$ cat config.mk
export PLATFORM = sky130hd
export DESIGN_NAME = xfer_byte_tracker
export DESIGN_NICKNAME = d
export VERILOG_FILES = /design/src/rtl/xfer_trk_pkg.sv /design/src/rtl/xfer_op_decode.sv /design/src/rtl/xfer_down_cnt.sv /design/src/rtl/xfer_up_addr.sv /design/src/rtl/xfer_rd_mux.sv /design/src/rtl/xfer_byte_tracker.sv
export SDC_FILE = /design/constraint.sdc
export NUM_CORES = 1
export LEC_CHECK = 0
export BUFFER_PORTS_ARGS = -buffer_cell sky130_fd_sc_hd__clkbuf_2
export CORE_MARGIN = 3
export CORE_UTILIZATION = 54
export CTS_CLUSTER_SIZE = 10
export DETAILED_ROUTE_END_ITERATION = 7
export PLACE_DENSITY = 0.7
export RECOVER_POWER = 25
export SYNTH_ARGS = -nofsm -noshare
export SYNTH_HDL_FRONTEND = slang
export SYNTH_HIERARCHICAL = 1
export SYNTH_SLANG_ARGS = --single-unit
export TNS_END_PERCENT = 10
$ cat constraint.sdc
create_clock -name clk_i -period 6.34 [get_ports clk_i]
set_clock_uncertainty 0.2 [all_clocks]
set_input_delay 1.268 -clock clk_i [delete_from_list [all_inputs] [get_ports clk_i]]
set_output_delay 1.268 -clock clk_i [all_outputs]
set_load 0.01 [all_outputs]
$ cat src/rtl/xfer_trk_pkg.sv
`timescale 1ns/1ps
package xfer_trk_pkg;
  localparam int REG_DW        = 8;
  localparam int STAT_DONE_BIT = 0;
  localparam int STAT_WRAP_BIT = 1;
endpackage

$ cat src/rtl/xfer_op_decode.sv
`timescale 1ns/1ps
module xfer_op_decode #(
  parameter int CNT_BYTES  = 3,
  parameter int ADDR_BYTES = 4,
  parameter int OFF_W      = 3
) (
  input  logic                  wr_en_i,
  input  logic [OFF_W-1:0]      wr_off_i,
  input  logic                  commit_i,
  input  logic                  clr_i,
  output logic [CNT_BYTES-1:0]  cnt_be_o,
  output logic [ADDR_BYTES-1:0] adr_be_o,
  output logic                  step_o
);
  localparam int ADDR_BASE = CNT_BYTES + 1;

  for (genvar b = 0; b < CNT_BYTES; b++) begin : g_cnt_be
    assign cnt_be_o[b] = wr_en_i & ~clr_i & (wr_off_i == OFF_W'(b));
  end
  for (genvar b = 0; b < ADDR_BYTES; b++) begin : g_adr_be
    assign adr_be_o[b] = wr_en_i & ~clr_i & (wr_off_i == OFF_W'(ADDR_BASE + b));
  end

  // priority: clear, then load, then commit
  assign step_o = commit_i & ~clr_i & ~(|cnt_be_o) & ~(|adr_be_o);
endmodule

$ cat src/rtl/xfer_down_cnt.sv
`timescale 1ns/1ps
module xfer_down_cnt
  import xfer_trk_pkg::*;
#(
  parameter int CNT_W = 24,
  localparam int NB   = CNT_W / REG_DW
) (
  input  logic              clk_i,
  input  logic              rst_ni,
  input  logic              clr_i,
  input  logic [NB-1:0]     be_i,
  input  logic [REG_DW-1:0] wdata_i,
  input  logic              step_i,
  output logic [CNT_W-1:0]  cnt_o,
  output logic              done_o,
  output logic              wrap_o
);
  logic [CNT_W-1:0] cnt_q, cnt_d, loaded;
  logic             wrap_q, wrap_d, done_q;

  for (genvar b = 0; b < NB; b++) begin : g_merge
    assign loaded[b*REG_DW +: REG_DW] = be_i[b] ? wdata_i : cnt_q[b*REG_DW +: REG_DW];
  end

  always_comb begin
    cnt_d  = cnt_q;
    wrap_d = wrap_q;
    if (clr_i) begin
      cnt_d  = '0;
      wrap_d = 1'b0;
    end else if (|be_i) begin
      cnt_d  = loaded;
      wrap_d = 1'b0;
    end else if (step_i) begin
      cnt_d = cnt_q - 1'b1;
      if (cnt_q == '0) wrap_d = 1'b1;
    end
  end

  always_ff @(posedge clk_i or negedge rst_ni) begin
    if (!rst_ni) begin
      cnt_q  <= '0;
      wrap_q <= 1'b0;
      done_q <= 1'b1;
    end else begin
      cnt_q  <= cnt_d;
      wrap_q <= wrap_d;
      done_q <= (cnt_d == '0);
    end
  end

  assign cnt_o  = cnt_q;
  assign done_o = done_q;
  assign wrap_o = wrap_q;
endmodule

$ cat src/rtl/xfer_up_addr.sv
`timescale 1ns/1ps
module xfer_up_addr
  import xfer_trk_pkg::*;
#(
  parameter int ADDR_W = 32,
  localparam int NB    = ADDR_W / REG_DW
) (
  input  logic              clk_i,
  input  logic              rst_ni,
  input  logic [NB-1:0]     be_i,
  input  logic [REG_DW-1:0] wdata_i,
  input  logic              step_i,
  output logic [ADDR_W-1:0] addr_o
);
  logic [ADDR_W-1:0] addr_q, loaded;

  for (genvar b = 0; b < NB; b++) begin : g_merge
    assign loaded[b*REG_DW +: REG_DW] = be_i[b] ? wdata_i : addr_q[b*REG_DW +: REG_DW];
  end

  always_ff @(posedge clk_i or negedge rst_ni) begin
    if (!rst_ni)        addr_q <= '0;
    else if (|be_i)     addr_q <= loaded;
    else if (step_i)    addr_q <= addr_q + 1'b1;
  end

  assign addr_o = addr_q;
endmodule

$ cat src/rtl/xfer_rd_mux.sv
`timescale 1ns/1ps
module xfer_rd_mux
  import xfer_trk_pkg::*;
#(
  parameter int CNT_W  = 24,
  parameter int ADDR_W = 32,
  parameter int OFF_W  = 3
) (
  input  logic [OFF_W-1:0]  rd_off_i,
  input  logic [CNT_W-1:0]  cnt_i,
  input  logic [ADDR_W-1:0] addr_i,
  input  logic              done_i,
  input  logic              wrap_i,
  output logic [REG_DW-1:0] rd_data_o
);
  localparam int CNT_BYTES  = CNT_W / REG_DW;
  localparam int ADDR_BYTES = ADDR_W / REG_DW;
  localparam int ADDR_BASE  = CNT_BYTES + 1;

  always_comb begin
    rd_data_o = '0;
    for (int b = 0; b < CNT_BYTES; b++)
      if (rd_off_i == OFF_W'(b)) rd_data_o = cnt_i[b*REG_DW +: REG_DW];
    if (rd_off_i == OFF_W'(CNT_BYTES)) begin
      rd_data_o[STAT_DONE_BIT] = done_i;
      rd_data_o[STAT_WRAP_BIT] = wrap_i;
    end
    for (int b = 0; b < ADDR_BYTES; b++)
      if (rd_off_i == OFF_W'(ADDR_BASE + b)) rd_data_o = addr_i[b*REG_DW +: REG_DW];
  end
endmodule

$ cat src/rtl/xfer_byte_tracker.sv
`timescale 1ns/1ps
module xfer_byte_tracker
  import xfer_trk_pkg::*;
#(
  parameter int CNT_W       = 24,
  parameter int ADDR_W      = 32,
  localparam int CNT_BYTES  = CNT_W / REG_DW,
  localparam int ADDR_BYTES = ADDR_W / REG_DW,
  localparam int OFF_W      = $clog2(CNT_BYTES + 1 + ADDR_BYTES)
) (
  input  logic              clk_i,
  input  logic              rst_ni,
  input  logic              wr_en_i,
  input  logic [OFF_W-1:0]  wr_off_i,
  input  logic [REG_DW-1:0] wr_data_i,
  input  logic [OFF_W-1:0]  rd_off_i,
  output logic [REG_DW-1:0] rd_data_o,
  input  logic              commit_i,
  input  logic              clr_cnt_i,
  output logic              done_o,
  output logic              wrap_o
);
  logic [CNT_BYTES-1:0]  cnt_be;
  logic [ADDR_BYTES-1:0] adr_be;
  logic                  step;
  logic [CNT_W-1:0]      cnt_q;
  logic [ADDR_W-1:0]     addr_q;

  xfer_op_decode #(.CNT_BYTES(CNT_BYTES), .ADDR_BYTES(ADDR_BYTES), .OFF_W(OFF_W)) u_dec (
    .wr_en_i  (wr_en_i),
    .wr_off_i (wr_off_i),
    .commit_i (commit_i),
    .clr_i    (clr_cnt_i),
    .cnt_be_o (cnt_be),
    .adr_be_o (adr_be),
    .step_o   (step)
  );

  xfer_down_cnt #(.CNT_W(CNT_W)) u_cnt (
    .clk_i   (clk_i),
    .rst_ni  (rst_ni),
    .clr_i   (clr_cnt_i),
    .be_i    (cnt_be),
    .wdata_i (wr_data_i),
    .step_i  (step),
    .cnt_o   (cnt_q),
    .done_o  (done_o),
    .wrap_o  (wrap_o)
  );

  xfer_up_addr #(.ADDR_W(ADDR_W)) u_adr (
    .clk_i   (clk_i),
    .rst_ni  (rst_ni),
    .be_i    (adr_be),
    .wdata_i (wr_data_i),
    .step_i  (step),
    .addr_o  (addr_q)
  );

  xfer_rd_mux #(.CNT_W(CNT_W), .ADDR_W(ADDR_W), .OFF_W(OFF_W)) u_rd (
    .rd_off_i  (rd_off_i),
    .cnt_i     (cnt_q),
    .addr_i    (addr_q),
    .done_i    (done_o),
    .wrap_i    (wrap_o),
    .rd_data_o (rd_data_o)
  );
endmodule

==> metrics.md, run 1 <==
| Metric | Value |
|---|---|
| Outcome | finished, violations left |
| Failing checks | max-capacitance violations, max-slew violations |
| Hold Path Depth | 1 |
| Maximum VDD drop | 0.119 mV |
| Pin count of the biggest net entering global routing | 59 |
| HPWL after detailed placement | 10200 um |
| Avg Cell Area, Syn | 8.24 um^2 |
| Achievable frequency | 0.213 GHz |
| Final Hold Fails | 0 |
| Crit path largest cell delay | 0.66 ns |
| Synth top area share | 31.9% |
| WL per Instance | 21.9 um |
| CTS H-tree depth | 3 |
| Pins Over Slew Limit | 59 |
| Top cell type by total area after synthesis | dfrtp_1 |
| Core Area | 7890 um^2 |
| CP startpoint kind | primary input |
| Area grow syn2layout | 9.23% |
| Most common cell in the netlist | nor2_1 |
| Die area | 9410 um^2 |
| Tmin final | 4.69 ns |
| Std cell rows | 32 |
| Cell Pwr Density | 287 nW/um^2 |
| Maxcap violations | 1 |
| Layout Cells excl Fill | 663 |
| Multi-input logic area | 2790 um^2 |
| Global-route wire length before repair | 23200 um |
| Diode count | 0 |
| Sw frac | 36.4% |
| Worst hold endpoint | u_cnt/wrap_o |
| Worst-path clk slew | 0.07 ns |
| Via count | 4792 |
| Number of global-route vias before repair | 4373 |
| Min-delay src | u_cnt/wrap_o |
| Cell internal pwr | 891 uW |
| CP Class | in2reg |
| Clock power frac | 30.7% |
| DRT Pass-1 Iters | 6 |
| CTS root buf | clkbuf_8 |
| Via-to-Cell Ratio | 7.23 |
| Post-synth EDFFs | 0 |
| Reg-to-Reg End | u_cnt/done_o |
| Setup Fix Bufs, Post-CTS | 0 |
| WL met2 | 6780 um |
| Finished Cell Area | 4880 um^2 |
| Ys Warns | 6 |
| GRT Util Overall | 30.7% |
| LEAKAGE | 1.97 nW |
| Met3 WL | 1380 um |
| Worst Path Buf+Inv | 1 |
| Register area share after synthesis | 32.5% |
| Ys flop type | dfrtp_1 |
| Final TNS setup | 0 ns |
| Sequential power share | 41.9% |
| DRC | 0 |
| RR Startpoint | u_cnt/cnt_o[0] |
| Logic gate share of total power | 27.4% |
| Delay-heaviest family, CP | simple AND/OR/NAND/NOR gates |
| WL met1 | 5510 um |
| Synth cell count leaders | nor2_1, dfrtp_1, a21oi_1, nand2_1 |
| CTS buffer count | 9 |
| Final Power | 1.40 mW |
| Fillers | 664 |
| Worst setup EP type | flip-flop |
| Initial antenna violation count | 0 |
| Dpl cell area | 4650 um^2 |
| Sequential Area | 1450 um^2 |
| Crit share post-route | 74.0% |
| IO Port Bufs | 28 |
| Worst EP arrival | 4.75 ns |
| Slew margin rel. | -120% |
| Number of gates resized after CTS | 0 |
| Worst Hold Class | reg2reg |
| Gr ovfl total | 0 |
| Final wirelength | 14500 um |
| Reg2reg path depth | 9 |
| Critical path peak fanout | 35 |
| Starting Density | 56.7% |
| Share of cells above drive strength 1 | 13.7% |
| Syn nets | 564 |
| Net count, final | 578 |
| Synth Cell Area | 4470 um^2 |
| Yosys cell types | 74 |
| Worst path slowest cell | nor3b_2 |
| RSZ-0062 raised after global routing | no |
| DP Cell Count | 648 |
| Share of synthesized registers carrying an async set or reset | 100% |
| Crit path launch | clr_cnt_i |
| Die Y | 97 um |
| Worst R2R Setup Slack | 2.99 ns |
| Clock Sinks | 58 |
| Final setup fails | 0 |
| Final GP Congestion | 0.992 |
| TritonCTS clock tree | yes |
| Ranking of synthesized cells by area | dfrtp_1, nor2_1, a21oi_1 |
| Crit-path cells | clkbuf_2 > or3b_1 > nor3b_2 > nor4bb_1 > xor2_1 > o21a_1 > or3b_2 > nor4_1 > nand4_1 > nor4_2 |
| Synth Instances | 543 |
| Top Layer Used | met4 |
| Die X | 97 um |
| Sw power | 510 uW |
| IO Pins | 29 |
| Number of synthesized register bits | 58 |
| Post-CTS Hold Buffers | 0 |
| Max clock buf depth | 2 |
| Final antenna-violating net count | 0 |
| CP required | 6.40 ns |
| DR iter-0 viols | 561 |
| Worst-margin pin slew | 3.30 ns |
| Worst-skew pair later-pin latency | 0.35 ns |
==> cell type report <==
cell class / count / share of cell area [%]
Multi-Input combinational cell: 431 / 57.0
Sequential cell: 58 / 29.7
Timing Repair Buffer: 37 / 4.18
Clock buffer: 10 / 2.82
Tap cell: 102 / 2.61
Clock inverter: 5 / 2.10
Inverter: 20 / 1.54
==> logic make-up (layout without fill, tap and decap cells) <==
kind of cell	Yosys count	in the layout	share of synthesized area [%]
xor gates and xnor gates	4	4	0.784
adders and majority gates	2	2	0.560
AOI/OAI and AO/OA	174	174	26.9
DFF	58	58	32.5
buffers and inverters	54	72	5.60
muxes	21	21	4.81
and+or+nand+nor	230	230	28.9
==> power groups by stage <==
| stage | registers, mW | logic (mW) | clock network, mW |
|---|---|---|---|
| after CTS | 0.584 | 0.375 | 0.433 |
| after detailed placement | 0.591 | 0.373 | 0 |
| after floorplan | 0.543 | 0.283 | 0 |
| after global placement | 0.589 | 0.365 | 0 |
| final | 0.587 | 0.383 | 0.430 |
| after global routing | 0.601 | 0.421 | 0.450 |
==> metal layers <==
metal / vias to the layer above / track usage, %
li1: 2140 / -
met1: 2249 / 39.8
met2: 331 / 48.9
met3: 72 / 4.40
met4: 0 / 17.5
met5: - / 0
==> through the flow <==
stage          setup slack (ns)  util [%]  hold slack (ns)
3_3_place_gp               1.41      58.9            0.295
4_1_cts                    1.68      62.0            0.317
2_1_floorplan              2.42         -            0.300
3_5_place_dp               1.35      58.9            0.301
6_report                   1.65      61.9            0.312
5_1_grt                    1.33      61.9            0.356
==> worst max path at each step <==
stage	cells past startpoint	endpoint
after detailed placement	10	u_cnt/done_o
after global placement	10	u_cnt/done_o
after floorplan	10	u_cnt/done_o
after CTS	10	u_cnt/done_o
final	10	u_cnt/done_o
after global routing	10	u_cnt/done_o
==> cells in the final DEF, fill, tap and decap left out, types with 9 or more instances in the layout <==
master / n
nor4_1: 10
clkbuf_8: 10
o21ai_0: 13
mux2i_1: 17
dfrtp_1: 57
inv_1: 20
nor2_1: 64
and3_1: 11
nand4_1: 17
or3_1: 9
a21oi_1: 46
nor3_1: 10
clkbuf_2: 28
nand3_1: 20
a211oi_1: 11
o22a_1: 18
o22ai_1: 9
a31oi_1: 18
nand2_1: 23
==> state kept, by name, summed over array words and instances, names as in the netlist <==
register	flops
u_cnt/wrap_o	1
u_adr/addr_o	32
u_cnt/done_o	1
u_cnt/cnt_o	24
Power figures use the tool's default switching activity.
==> run 2: changes to the inputs <==
==> constraint.sdc (replaced) <==
create_clock -name clk_i -period 4.5 [get_ports clk_i]
set_clock_uncertainty 0.2 [all_clocks]
set_input_delay 0.9 -clock clk_i [delete_from_list [all_inputs] [get_ports clk_i]]
set_output_delay 0.9 -clock clk_i [all_outputs]
set_load 0.01 [all_outputs]
==> metrics.md, run 2 (synthesis gave the netlist of run 1 again) <==
| Metric | Value |
|---|---|
| Diode count | 0 |
| RSZ-0062 raised after global routing | no |
| LEAKAGE | 1.98 nW |
| Die Y | 97 um |
| Starting Density | 56.7% |
| Initial antenna violation count | 0 |
| Worst path slowest cell | nor4_1 |
| Cell Pwr Density | 379 nW/um^2 |
| CTS H-tree depth | 3 |
| Gr ovfl total | 0 |
| CTS root buf | clkbuf_8 |
| Via-to-Cell Ratio | 6.98 |
| Crit path largest cell delay | 0.55 ns |
| Share of cells above drive strength 1 | 14.4% |
| Worst-skew pair later-pin latency | 0.34 ns |
| Worst-margin pin slew | 2.12 ns |
| Reg2reg path depth | 7 |
| Worst setup EP type | flip-flop |
| Fillers | 710 |
| Net count, final | 585 |
| Achievable frequency | 0.259 GHz |
| Maximum VDD drop | 0.173 mV |
| Pin count of the biggest net entering global routing | 41 |
| Sw frac | 39.2% |
| Grt met3 use | 4.69% |
| Number of global-route vias before repair | 4525 |
| HPWL after detailed placement | 10600 um |
| Global routing's busiest layer | met2 |
| Core Area | 7890 um^2 |
| Multi-input logic area | 2790 um^2 |
| IO Pins | 29 |
| Final TNS setup | 0 ns |
| Logic gate share of total power | 29.8% |
| Die area | 9410 um^2 |
| DRC | 0 |
| Crit-path cells | clkbuf_2 > nand3b_1 > a21oi_1 > buf_4 > nor3b_1 > xnor2_1 > o21ai_0 > or3b_2 > nor4_1 > nand4_1 > nor4_2 |
| Tmin final | 3.86 ns |
| CP required | 4.54 ns |
| DR iter-0 viols | 382 |
| CTS buffer count | 9 |
| Maxcap violations | 1 |
| TritonCTS clock tree | yes |
| Slew margin rel. | -41.1% |
| GRT Util Overall | 32.0% |
| Std cell rows | 32 |
| Clock Sinks | 58 |
| Max reg flops | 32 |
| Critical path peak fanout | 8 |
| Met1 Track Usage GR | 41.5% |
| Via count | 4684 |
| Cell internal pwr | 1.12 mW |
| Max clock buf depth | 2 |
| CP startpoint kind | primary input |
| Sequential power share | 45.0% |
| Worst-path clk slew | 0.06 ns |
| IO Port Bufs | 28 |
| Sequential Area | 1450 um^2 |
| Outcome | finished, violations left |
| Routing usage on met2 | 51.4% |
| Setup Fix Bufs, Post-CTS | 0 |
| Final antenna-violating net count | 0 |
| Most common cell after layout, fill and taps aside | nor2_1 |
| WL per Instance | 22.4 um |
| Hold Path Depth | 1 |
| Pins Over Slew Limit | 39 |
| Final GP Congestion | 0.943 |
| Crit share post-route | 85.8% |
| Worst EP arrival | 3.91 ns |
| Global-route wire length before repair | 24200 um |
| Worst Hold Class | reg2reg |
| Commonest non-fill, non-tap cells in the layout | nor2_1, dfrtp_1, a21oi_1 |
| DRT Pass-1 Iters | 7 |
| Sw power | 725 uW |
| Post-CTS Hold Buffers | 0 |
| Die X | 97 um |
| Number of gates resized after CTS | 0 |
| Area grow syn2layout | 9.09% |
| Failing checks | max-capacitance violations, max-slew violations |
| Clock power frac | 25.2% |
| CP Class | in2reg |
| Final Hold Fails | 0 |
| Hold Slack | 0.315 ns |
| Final wirelength | 15000 um |
| Final setup fails | 0 |
[run 2: cell count changes in the layout (fill, tap and decap cells not counted), sizes merged]
cell      before  now
clkinv         1    2
clkinvlp       1    0
bufinv         3    0
buf            8   15
clkbuf        39   43
[run 2: routing by layer]
layer	vias to the layer above	wire, um
met2	275	7160
li1	2141	-
met3	62	1250
met5	-	0
met1	2206	5980
met4	0	657
[run 2: critical path: cells and delay by family]
kind	cells	cell delay [ns]
AOI/OAI and AO/OA	2	0.37
xor gates and xnor gates	1	0.13
buffers and inverters	2	0.31
and+or+nand+nor	6	2.20
[run 2: path summary, 6_finish.rpt]
kind                                      from                to  slack (ns)
worst min-delay path              u_cnt/wrap_o      u_cnt/wrap_o        0.32
worst min register to register    u_cnt/wrap_o      u_cnt/wrap_o        0.32
min in group asynchronous               rst_ni  u_adr/addr_o[14]        0.55
max in group asynchronous               rst_ni  u_adr/addr_o[24]        1.00
worst max register to register  u_cnt/cnt_o[4]      u_cnt/done_o        1.07
worst max-delay path               wr_off_i[2]      u_cnt/done_o        0.64
[run 2: power groups by stage]
stage	sequential (mW)	clock [mW]	combinational (mW)
2_1_floorplan	0.765	0	0.399
3_3_place_gp	0.835	0	0.523
3_5_place_dp	0.836	0	0.536
4_1_cts	0.826	0.473	0.538
5_1_grt	0.854	0.498	0.597
6_report	0.833	0.466	0.550
[run 2: area by class of cell]
cell class | count | area share [%]
inverters | 20 | 1.54
clock inverters | 2 | 0.205
well taps | 102 | 2.62
repair buffers | 44 | 5.23
multi-input cells | 431 | 57.1
clock buffers | 14 | 3.54
flip-flops and latches | 58 | 29.8
[run 2: metrics by stage]
stage                     setup slack (ns)  power (mW)  cells  instance area, um^2  utilization, %
after floorplan                      0.951        1.16    543                 4470               -
after global placement               0.659        1.36    655                 4700            59.6
after detailed placement             0.481        1.37    655                 4700            59.6
after CTS                            0.824        1.84    671                 4880            61.9
after global routing                 0.394        1.95    671                 4880            61.8
final                                0.637        1.85    671                 4880            61.8
==> run 3: changes to the inputs <==
--- a/config.mk
+++ b/config.mk
@@ -10,7 +10,7 @@
 export CORE_UTILIZATION = 54
 export CTS_CLUSTER_SIZE = 10
 export DETAILED_ROUTE_END_ITERATION = 7
-export PLACE_DENSITY = 0.7
+export PLACE_DENSITY_LB_ADDON = 0.3
 export RECOVER_POWER = 25
 export SYNTH_ARGS = -nofsm -noshare
 export SYNTH_HDL_FRONTEND = slang
==> metrics.md, run 3 (synthesis gave the netlist of run 1 again) <==
| Metric | Value |
|---|---|
| CP Class | in2reg |
| Net count, final | 583 |
| CTS H-tree depth | 3 |
| CP startpoint kind | primary input |
| Fillers | 701 |
| RSZ-0062 raised after global routing | no |
| DRT Pass-1 Iters | 7 |
| Std cell rows | 32 |
| Pre-CTS setup slack | 0.472 ns |
| Multi-input logic area | 2790 um^2 |
| DRC | 0 |
| Starting Density | 56.7% |
| Worst EP arrival | 3.91 ns |
| Final TNS setup | 0 ns |
| Final setup fails | 0 |
| Worst R2R Setup Slack | 1.12 ns |
| Commonest non-fill, non-tap cells in the layout | nor2_1, dfrtp_1, a21oi_1 |
| Crit share post-route | 85.5% |
| Via-to-Cell Ratio | 7.07 |
| Final wirelength | 15000 um |
| Routing usage on met2 | 51.2% |
| DR iter-0 viols | 424 |
| Die area | 9410 um^2 |
| Final Hold Fails | 0 |
| Achievable frequency | 0.260 GHz |
| Sequential Area | 1450 um^2 |
| Gr ovfl total | 0 |
| Global routing's busiest layer | met2 |
| Pin count of the biggest net entering global routing | 41 |
| Area grow syn2layout | 9.23% |
| Final Power | 1.89 mW |
| Critical path peak fanout | 14 |
| Cell Pwr Density | 388 nW/um^2 |
| Worst Hold Class | reg2reg |
| IO Pins | 29 |
| Tmin final | 3.85 ns |
| Outcome | finished, violations left |
| Clock Sinks | 58 |
| Global-route wire length before repair | 23700 um |
| CTS buffer count | 9 |
| HPWL after detailed placement | 10600 um |
| Number of gates resized after CTS | 0 |
| Met1 Track Usage GR | 40.5% |
| Share of cells above drive strength 1 | 14.1% |
| Setup Fix Bufs, Post-CTS | 0 |
| Maximum VDD drop | 0.192 mV |
| IO Port Bufs | 28 |
| Worst-skew pair later-pin latency | 0.35 ns |
| GRT Util Overall | 31.3% |
| Pins Over Slew Limit | 61 |
| Diode count | 0 |
| TritonCTS clock tree | yes |
| Grt met3 use | 6.42% |
| Initial antenna violation count | 0 |
| Most common cell after layout, fill and taps aside | nor2_1 |
| Final GP Congestion | 0.994 |
| Slew margin rel. | -15.1% |
| Max reg flops | 32 |
| Final antenna-violating net count | 0 |
| Worst-margin pin slew | 1.73 ns |
| Failing checks | max-capacitance violations, max-slew violations |
| Max clock buf depth | 2 |
| Worst-path clk slew | 0.06 ns |
| CTS root buf | clkbuf_8 |
| Worst setup EP type | flip-flop |
| LEAKAGE | 1.98 nW |
| Core Area | 7890 um^2 |
| Die Y | 97 um |
| Maxcap violations | 2 |
| CP required | 4.56 ns |
| Via count | 4726 |
| WL per Instance | 22.4 um |
| Number of global-route vias before repair | 4468 |
| Die X | 97 um |
| Post-CTS Hold Buffers | 0 |
| Final worst slack | 0.652 ns |
-- run 3: changes by cell type in the layout (fill, tap and decap cells not counted) --
cell       change
buf_4          -2
bufinv_16      +1
clkbuf_1       -1
clkinv_2       -1
-- run 3: cell type report --
cell class | instances | area share, %
clock buffers | 13 | 3.46
clock inverters | 2 | 0.717
inverters | 20 | 1.54
multi-input cells | 431 | 57.0
flip-flops and latches | 58 | 29.7
well taps | 102 | 2.61
repair buffers | 42 | 4.92
-- run 3: power breakdown --
part / leakage (nW) / internal, mW / switching, mW
clock network: 0.106 / 0.297 / 0.215
logic: 1.14 / 0.241 / 0.302
registers: 0.735 / 0.638 / 0.199
-- run 3: through the flow --
step	cells	hold slack, ns	util [%]	area (um^2)
6_report	668	0.346	61.9	4880
5_1_grt	668	0.388	61.9	4880
4_1_cts	668	0.351	62.0	4890
3_5_place_dp	653	0.337	59.4	4690
3_3_place_gp	653	0.303	59.4	4690
2_1_floorplan	543	0.300	-	4470
-- run 3: worst max-delay path, cell delays in order --
cell      delay, ns
clkbuf_2       0.10
or3b_1         0.46
nor3_2         0.70
a21oi_1        0.15
o21a_1         0.16
or3b_2         0.47
nor4_1         0.52
nand4_1        0.20
nor4_2         0.25
-- run 3: final timing paths --
kind                               endpoint  depth (start not counted)      startpoint
min in group asynchronous  u_adr/addr_o[12]                          1          rst_ni
max in group asynchronous   u_cnt/cnt_o[23]                          2          rst_ni
setup / recovery               u_cnt/done_o                          9       clr_cnt_i
setup reg to reg               u_cnt/done_o                          9  u_cnt/cnt_o[0]
hold / removal                 u_cnt/wrap_o                          1    u_cnt/wrap_o
hold reg to reg                u_cnt/wrap_o                          1    u_cnt/wrap_o
-- run 3: per-layer routing --
layer / vias up / part of all wire [%]
li1: 2138 / -
met3: 52 / 7.7
met2: 260 / 48
met1: 2276 / 40
met5: - / 0
met4: 0 / 3.5
